--- config.mk ---
export PLATFORM = sky130hd
export DESIGN_NAME = stdreq_engine
export DESIGN_NICKNAME = d
export VERILOG_FILES = /design/src/rtl/stdreq_pkg.sv /design/src/rtl/stdreq_decode.sv /design/src/rtl/stdreq_ctrl.sv /design/src/rtl/stdreq_status.sv /design/src/rtl/stdreq_engine.sv
export SDC_FILE = /design/constraint.sdc
export NUM_CORES = 1
export LEC_CHECK = 0
export ABC_AREA = 1
export BUFFER_PORTS_ARGS = -buffer_cell sky130_fd_sc_hd__buf_2
export CAP_MARGIN = 10
export CORE_MARGIN = 2
export CORE_UTILIZATION = 38
export CTS_BUF_LIST = sky130_fd_sc_hd__clkbuf_2 sky130_fd_sc_hd__clkbuf_4 sky130_fd_sc_hd__clkbuf_8
export CTS_CLUSTER_SIZE = 20
export DETAILED_ROUTE_END_ITERATION = 6
export GPL_ROUTABILITY_DRIVEN = 0
export HOLD_SLACK_MARGIN = 0.1
export PLACE_DENSITY_LB_ADDON = 0.08
export SYNTH_ARGS = -nofsm -noshare
export SYNTH_HDL_FRONTEND = slang
export SYNTH_HIERARCHICAL = 1
export SYNTH_SLANG_ARGS = --single-unit
--- constraint.sdc ---
create_clock -name clk -period 3.7 [get_ports clk]
set_input_delay 0.185 -clock clk [delete_from_list [all_inputs] [get_ports clk]]
set_output_delay 0.185 -clock clk [all_outputs]
set_load 0.02 [all_outputs]
--- src/rtl/stdreq_pkg.sv ---
package stdreq_pkg;

  // Request classes recognised by the decoder
  typedef enum logic [3:0] {
    RQ_NONE,
    RQ_SET_CFG,
    RQ_GET_CFG,
    RQ_SET_HALT,
    RQ_CLR_HALT,
    RQ_SET_WAKE,
    RQ_CLR_WAKE,
    RQ_GET_INTF,
    RQ_SET_INTF,
    RQ_SET_ADDR
  } req_kind_e;

  typedef struct packed {
    req_kind_e   kind;
    logic [15:0] value;
    logic [15:0] index;
  } req_t;

  // Event register layout
  localparam int EVT_N       = 6;
  localparam int EV_CFG      = 0;
  localparam int EV_HALT_SET = 1;
  localparam int EV_HALT_CLR = 2;
  localparam int EV_WAKE_SET = 3;
  localparam int EV_WAKE_CLR = 4;
  localparam int EV_INTF     = 5;

  // Standard request codes
  localparam logic [7:0] CODE_CLR_FEAT = 8'h01;
  localparam logic [7:0] CODE_SET_FEAT = 8'h03;
  localparam logic [7:0] CODE_SET_ADDR = 8'h05;
  localparam logic [7:0] CODE_GET_CFG  = 8'h08;
  localparam logic [7:0] CODE_SET_CFG  = 8'h09;
  localparam logic [7:0] CODE_GET_INTF = 8'h0A;
  localparam logic [7:0] CODE_SET_INTF = 8'h0B;

  // Request-type bytes: direction, type (standard), recipient
  localparam logic [7:0] RT_OUT_DEV  = 8'h00;
  localparam logic [7:0] RT_OUT_INTF = 8'h01;
  localparam logic [7:0] RT_OUT_EP   = 8'h02;
  localparam logic [7:0] RT_IN_DEV   = 8'h80;
  localparam logic [7:0] RT_IN_INTF  = 8'h81;

  // Feature selectors
  localparam logic [15:0] FEAT_HALT = 16'd0;
  localparam logic [15:0] FEAT_WAKE = 16'd1;

endpackage

--- src/rtl/stdreq_decode.sv ---
module stdreq_decode
  import stdreq_pkg::*;
(
  input  logic [63:0] setup,
  output req_t        req
);

  logic [7:0]  rtype;
  logic [7:0]  code;
  logic [15:0] val;
  logic [15:0] idx;

  assign rtype = setup[7:0];
  assign code  = setup[15:8];
  assign val   = setup[31:16];
  assign idx   = setup[47:32];

  always_comb begin
    req.kind  = RQ_NONE;
    req.value = val;
    req.index = idx;
    case (code)
      CODE_SET_CFG:  if (rtype == RT_OUT_DEV)  req.kind = RQ_SET_CFG;
      CODE_GET_CFG:  if (rtype == RT_IN_DEV)   req.kind = RQ_GET_CFG;
      CODE_GET_INTF: if (rtype == RT_IN_INTF)  req.kind = RQ_GET_INTF;
      CODE_SET_INTF: if (rtype == RT_OUT_INTF) req.kind = RQ_SET_INTF;
      CODE_SET_ADDR: if (rtype == RT_OUT_DEV)  req.kind = RQ_SET_ADDR;
      CODE_SET_FEAT: begin
        if (rtype == RT_OUT_EP && val == FEAT_HALT)       req.kind = RQ_SET_HALT;
        else if (rtype == RT_OUT_DEV && val == FEAT_WAKE) req.kind = RQ_SET_WAKE;
      end
      CODE_CLR_FEAT: begin
        if (rtype == RT_OUT_EP && val == FEAT_HALT)       req.kind = RQ_CLR_HALT;
        else if (rtype == RT_OUT_DEV && val == FEAT_WAKE) req.kind = RQ_CLR_WAKE;
      end
      default: req.kind = RQ_NONE;
    endcase
  end

endmodule

--- src/rtl/stdreq_ctrl.sv ---
module stdreq_ctrl
  import stdreq_pkg::*;
#(
  parameter int NUM_EP = 4
) (
  input  logic              clk,
  input  logic              rst_n,
  input  logic              bus_reset,
  input  logic              accept,
  input  req_t              req,
  input  logic              status_done,
  output logic              cfg_q,
  output logic [6:0]        addr_q,
  output logic [NUM_EP-1:0] halt_q,
  output logic [NUM_EP-1:0] tog_q,
  output logic              wake_q,
  output logic              stall_q,
  output logic [EVT_N-1:0]  evt_set,
  output logic              fw_req
);

  logic [3:0] ep_num;
  logic       ep_ok;
  logic       bad;
  logic       good;
  logic       pend_q;
  logic [6:0] pend_addr_q;

  assign ep_num = req.index[3:0];
  assign ep_ok  = int'(ep_num) < NUM_EP;

  // Legality of the accepted request
  always_comb begin
    bad = 1'b0;
    case (req.kind)
      RQ_SET_CFG:               bad = req.value > 16'd1;
      RQ_SET_HALT, RQ_CLR_HALT: bad = !ep_ok;
      RQ_SET_ADDR:              bad = req.value > 16'd127;
      RQ_SET_INTF:              bad = req.value != 16'd0;
      default:                  bad = 1'b0;
    endcase
  end

  assign good   = accept && !bad && (req.kind != RQ_NONE);
  assign fw_req = accept && (req.kind == RQ_NONE);

  always_comb begin
    evt_set = '0;
    if (good) begin
      case (req.kind)
        RQ_SET_CFG:  evt_set[EV_CFG]      = 1'b1;
        RQ_SET_HALT: evt_set[EV_HALT_SET] = 1'b1;
        RQ_CLR_HALT: evt_set[EV_HALT_CLR] = 1'b1;
        RQ_SET_WAKE: evt_set[EV_WAKE_SET] = 1'b1;
        RQ_CLR_WAKE: evt_set[EV_WAKE_CLR] = 1'b1;
        RQ_SET_INTF: evt_set[EV_INTF]     = 1'b1;
        default:     evt_set = '0;
      endcase
    end
  end

  // Device-wide state
  always_ff @(posedge clk) begin
    if (!rst_n || bus_reset) begin
      cfg_q       <= 1'b0;
      addr_q      <= '0;
      pend_q      <= 1'b0;
      pend_addr_q <= '0;
      wake_q      <= 1'b0;
      stall_q     <= 1'b0;
    end else begin
      if (status_done && pend_q) begin
        addr_q <= pend_addr_q;
        pend_q <= 1'b0;
      end
      if (accept) begin
        stall_q <= bad;
        if (good) begin
          case (req.kind)
            RQ_SET_CFG:  cfg_q  <= req.value[0];
            RQ_SET_WAKE: wake_q <= 1'b1;
            RQ_CLR_WAKE: wake_q <= 1'b0;
            RQ_SET_ADDR: begin
              pend_q      <= 1'b1;
              pend_addr_q <= req.value[6:0];
            end
            default: ;
          endcase
        end
      end
    end
  end

  // Per-endpoint halt and toggle reset
  for (genvar i = 0; i < NUM_EP; i++) begin : g_ep
    logic hit;
    logic halt_r;
    logic tog_r;

    assign hit = good && (ep_num == 4'(i));

    always_ff @(posedge clk) begin
      if (!rst_n || bus_reset) begin
        halt_r <= 1'b0;
        tog_r  <= 1'b0;
      end else begin
        tog_r <= hit && (req.kind == RQ_CLR_HALT);
        if (hit && req.kind == RQ_SET_HALT)      halt_r <= 1'b1;
        else if (hit && req.kind == RQ_CLR_HALT) halt_r <= 1'b0;
      end
    end

    assign halt_q[i] = halt_r;
    assign tog_q[i]  = tog_r;
  end

endmodule

--- src/rtl/stdreq_status.sv ---
module stdreq_status #(
  parameter int N = 6
) (
  input  logic         clk,
  input  logic         rst_n,
  input  logic [N-1:0] set_i,
  input  logic [N-1:0] clr_i,
  input  logic         fw_set,
  input  logic         fw_clr,
  output logic [N-1:0] flags_q,
  output logic         fw_q,
  output logic         irq
);

  always_ff @(posedge clk) begin
    if (!rst_n) begin
      flags_q <= '0;
      fw_q    <= 1'b0;
    end else begin
      flags_q <= (flags_q & ~clr_i) | set_i;
      fw_q    <= fw_set | (fw_q & ~fw_clr);
    end
  end

  assign irq = |flags_q;

endmodule

--- src/rtl/stdreq_engine.sv ---
module stdreq_engine
  import stdreq_pkg::*;
#(
  parameter int NUM_EP = 4
) (
  input  logic              clk,
  input  logic              rst_n,
  input  logic              bus_reset,
  input  logic              setup_valid,
  output logic              setup_ready,
  input  logic [63:0]       setup_data,
  input  logic              status_done,
  output logic              rsp_valid,
  input  logic              rsp_ready,
  output logic [7:0]        rsp_data,
  output logic              ep0_stall,
  output logic              cfg_active,
  output logic [6:0]        dev_addr,
  output logic [NUM_EP-1:0] ep_enable,
  output logic [NUM_EP-1:0] ep_halt,
  output logic [NUM_EP-1:0] toggle_clr,
  output logic              wake_en,
  output logic [5:0]        evt_flags,
  input  logic [5:0]        evt_clr,
  output logic              irq,
  output logic              fw_setup,
  input  logic              fw_setup_clr
);

  req_t              req;
  logic              accept;
  logic [EVT_N-1:0]  evt_set;
  logic              fw_req;
  logic              rsp_v_q;
  logic [7:0]        rsp_d_q;

  assign setup_ready = !rsp_v_q;
  assign accept      = setup_valid && setup_ready;

  stdreq_decode u_dec (
    .setup (setup_data),
    .req   (req)
  );

  stdreq_ctrl #(.NUM_EP(NUM_EP)) u_ctrl (
    .clk         (clk),
    .rst_n       (rst_n),
    .bus_reset   (bus_reset),
    .accept      (accept),
    .req         (req),
    .status_done (status_done),
    .cfg_q       (cfg_active),
    .addr_q      (dev_addr),
    .halt_q      (ep_halt),
    .tog_q       (toggle_clr),
    .wake_q      (wake_en),
    .stall_q     (ep0_stall),
    .evt_set     (evt_set),
    .fw_req      (fw_req)
  );

  stdreq_status #(.N(EVT_N)) u_stat (
    .clk     (clk),
    .rst_n   (rst_n),
    .set_i   (evt_set),
    .clr_i   (evt_clr),
    .fw_set  (fw_req),
    .fw_clr  (fw_setup_clr),
    .flags_q (evt_flags),
    .fw_q    (fw_setup),
    .irq     (irq)
  );

  // Response byte register
  always_ff @(posedge clk) begin
    if (!rst_n || bus_reset) begin
      rsp_v_q <= 1'b0;
      rsp_d_q <= '0;
    end else if (accept && req.kind == RQ_GET_CFG) begin
      rsp_v_q <= 1'b1;
      rsp_d_q <= {7'b0, cfg_active};
    end else if (accept && req.kind == RQ_GET_INTF) begin
      rsp_v_q <= 1'b1;
      rsp_d_q <= 8'h00;
    end else if (rsp_v_q && rsp_ready) begin
      rsp_v_q <= 1'b0;
    end
  end

  assign rsp_valid = rsp_v_q;
  assign rsp_data  = rsp_d_q;

  // Configuration gates the endpoint enables
  assign ep_enable[0] = 1'b1;
  for (genvar i = 1; i < NUM_EP; i++) begin : g_en
    assign ep_enable[i] = cfg_active;
  end

endmodule

-- Word-level counts from Yosys, hierarchy flattened
Cells that the tools add are included.
- bits in registers: 35
- latch bits: 0
- bits in writable memories: 0
- memory bits (read-only): 0
- input bits: 77
- output and inout bits: 40
- word-level logic and storage cells: 132
- memories kept: 0
- add/subtract/negate cells: 0
- multiply operators: 0
- div/mod/pow operators: 0
- order comparisons: 3
- equality and inequality tests: 24
- shifts and indexed selects: 0
- multiplexer cells: 36
- bitwise logic cells: 6
- reduce and logical (&&, ||, !) cells: 45
- operators with widths (operator ; count):
    $eq 8x4->1 const B ; 4
    $pmux 4 s7 ; 1
    $mux 1 ; 24
    $logic_and 1x1->1 ; 22
    $eq 16x1->1 const B ; 1
    $eq 4x2->1 const B ; 4
    $eq 4x3->1 const B ; 4
    $eq 8x1->1 const B ; 2
    $eq 8x2->1 const B ; 2
    $eq 8x8->1 const B ; 2
    $gt 16x1->1 const B ; 1
    $gt 16x7->1 const B ; 1
    $logic_not 16->1 ; 1
    $mux 4 ; 4
    $reduce_bool 16->1 ; 1
    $reduce_bool 2->1 ; 6
    $mux 3 ; 3
    $reduce_and 3->1 ; 3
    $eq 4x1->1 const B ; 2
    $eq 4x4->1 const B ; 2
    $eq 8x3->1 const B ; 1
    $logic_not 4->1 ; 2
    $logic_not 8->1 ; 1
    $and 6x6->6 ; 1
    other kinds (16) ; 19

-- Depth between registers and ports, before layout
- depth after elaboration: 15
- depth in mapped cells: 21
- depth with buffers taken out: 20

-- Cells and area by module
Netlist, hierarchy kept.
- modules (own cells, without submodules) (module ; times used ; cells each ; area each (sq um) ; sequential area each (sq um)):
    stdreq_ctrl ; 1 ; 191 ; 1330.0 ; 520.5
    stdreq_decode ; 1 ; 111 ; 606.8 ; 0.0
    stdreq_status ; 1 ; 40 ; 300.3 ; 140.1
    stdreq_engine ; 1 ; 35 ; 239.0 ; 40.0

-- Worst setup path after synthesis
OpenSTA, ideal clock, no wires.
- kind: in2reg
- start: in setup_data[5]
- end: reg u_stat.flags_q[3]
- setup time: 0.066 ns
- arrival time: 1.913 ns
- required time: 3.634 ns
- setup slack: 1.722 ns
- cell stages on the path: 18
- buffers on the path: 1
- cell sequence: nor2_2 > nand2_2 > nor2_4 > nand3_2 > nand2_1 > nand2_1 > nand3_1 > nor2_2 > nand2_2 > nand2_1 > a21oi_2 > nand2_2 > nor2_4 > buf_6 > nand3_1 > inv_1 > inv_1 > a21oi_2
- RTL lines (item ; line ; source):
    start, declared ; stdreq_engine.sv:11 ; input logic [63:0] setup_data,
    end signal, assigned ; stdreq_status.sv:20 ; flags_q <= (flags_q & ~clr_i) | set_i;
    end, declared ; stdreq_status.sv:10 ; output logic [N-1:0] flags_q,

==> flow_summary.json <==
{
  "status": "finished clean",
  "finish.utilization_pct": 44.2,
  "port_buffers": 80,
  "rsz0062_at_grt": "false",
  "cts_resized": 0,
  "seq_area_um2": 701,
  "finalNetCount": 490,
  "clock_sinks": 35,
  "dieArea_um2": 6930,
  "power_density_nw_per_um2": 277,
  "clock_skew_ns": 0.00400,
  "finalSetupViolations": 0,
  "routed_wl_um": 4880,
  "antenna_cells": 0,
  "cts_buffers": 5,
  "postSynthCellCount": 365,
  "vias_per_cell": 4.42,
  "grt_util_all_layers_pct": 14.4,
  "antenna_found_initial": 0,
  "wl_per_cell_um": 9.99,
  "tns_ns": 0,
  "cts-root-buf": "clkbuf_8",
  "start_util_pct": 39.8,
  "crit_required_ns": 3.92,
  "yosys_warnings": 6,
  "grt-ovfl-total": 0,
  "syn_area_per_cell_um2": 6.54,
  "clockBufferDepth": 2,
  "finalMaxSlewViolations": 0,
  "cts_hold_buf": 0,
  "worstPathArrival_ns": 2.53,
  "end_kind": "flop",
  "hold_class": "input pin to flop",
  "grt_pass1_wl_um": 8550,
  "finalCritPeriodShare_pct": 62.4,
  "p_leak_nw": 1.28,
  "clk_pin_slew_worst_paths_ns": 0.06,
  "syn_to_final_growth_pct": 11.1,
  "timing.max_cap.violations": 0,
  "clk_latency_ns": 0.28,
  "die_x_um": 83.2,
  "die_h_um": 83.2,
  "coreArea_um2": 5990,
  "multiInputGateArea_um2": 1160,
  "r2r_slack_ns": 1.98,
  "detail_route.first_pass.iterations": 4,
  "htree_levels": 2,
  "drtAntennaViolNets": 0,
  "cts_tree": "done",
  "drt_iter0_drc": 89,
  "cp_max_fo": 15,
  "fmax_mhz": 433,
  "dr_total_vias": 2160,
  "grt_max_degree": 16,
  "cts_setup_buffers": 0,
  "grt_pass1_vias": 1983,
  "rows": 28,
  "hpwlAfterDp_um": 4100,
  "drc": 0,
  "hold_viol": 0,
  "period_needed_ns": 2.31,
  "slew_headroom_pct": 47.0,
  "syn_area_um2": 2390,
  "io_pins": 117,
  "drive_gt1_share_pct": 31.2,
  "filler_cell_count": 666,
  "tightest_slew_ns": 0.792,
  "path_class": "input pin to flop",
  "cp-start-kind": "input pin",
  "max-vdd-ir-drop_mv": 0.183
}
## per-stage QoR
stage | instance area (um^2) | total power [mW] | worst slack (ns) | hold slack, ns | std cells
2_1_floorplan | 2410 | 0.457 | 1.72 | 0.348 | 371
3_3_place_gp | 2560 | 0.471 | 1.11 | 0.445 | 481
3_5_place_dp | 2560 | 0.472 | 1.10 | 0.449 | 481
4_1_cts | 2650 | 0.744 | 1.38 | 0.151 | 489
5_1_grt | 2650 | 0.776 | 1.05 | 0.164 | 489
6_report | 2650 | 0.734 | 1.39 | 0.156 | 489
## layout make-up
cell class | count | area share [%]
multi-input cells | 236 | 43.8
flip-flops and latches | 35 | 26.4
repair buffers | 80 | 15.1
inverters | 55 | 7.79
well taps | 75 | 3.54
clock buffers | 6 | 2.88
clock inverters | 2 | 0.472
## sequential cells by signal, indices dropped and copies added, names as in the netlist
name	flops
u_ctrl/wake_q	1
u_ctrl/pend_addr_q	7
u_stat/flags_q	6
u_ctrl/pend_q	1
u_ctrl/stall_q	1
rsp_valid	1
u_ctrl/cfg_q	1
rsp_data	1
u_ctrl/g_ep.halt_r	4
u_ctrl/g_ep.tog_r	4
u_ctrl/addr_q	7
u_stat/fw_q	1
## power breakdown
part | total [mW] | switching [mW] | internal [mW]
registers | 0.378 | 0.000504 | 0.378
logic | 0.0849 | 0.0537 | 0.0312
clock network | 0.271 | 0.132 | 0.139
## critical path, stage by stage
cell	delay, ns
buf_2	0.12
nor2_1	0.14
nand2_1	0.07
nor2_1	0.18
nand3_2	0.08
nand2_1	0.09
nand2_1	0.05
nand3_1	0.24
nor2_2	0.10
nand3_1	0.16
nand2_2	0.09
nand2_1	0.09
nand2_2	0.06
nor2_4	0.28
inv_2	0.12
nor4_1	0.24
inv_1	0.10
a21oi_2	0.13
## cell usage in the layout, fill, tap and decap left out, drive strengths merged, types with 2 or more instances in the layout
| cell | count |
|---|---|
| buf | 80 |
| nand2 | 73 |
| nor3 | 10 |
| dfxtp | 35 |
| a21oi | 23 |
| conb | 8 |
| nand3 | 13 |
| nor2 | 75 |
| inv | 55 |
| or2 | 2 |
| nand4 | 16 |
| o21ai | 13 |
| clkbuf | 6 |
## layer usage
metal	share of wire, %	vias to the layer above	track usage, %
met2	42	68	23.2
met1	50	910	19.3
met4	1.1	0	3.58
met5	0	-	0
met3	7.1	4	3.58
li1	-	1178	-
## path summary, 6_finish.rpt
path                         start                 to  cells past startpoint
max reg2reg              rsp_valid  u_stat/flags_q[4]                     11
min                     evt_clr[2]  u_stat/flags_q[2]                      4
max                 setup_data[19]  u_stat/flags_q[4]                     18
min reg2reg  u_ctrl/pend_addr_q[4]   u_ctrl/addr_q[4]                      2
Power figures use the tool's default switching activity.
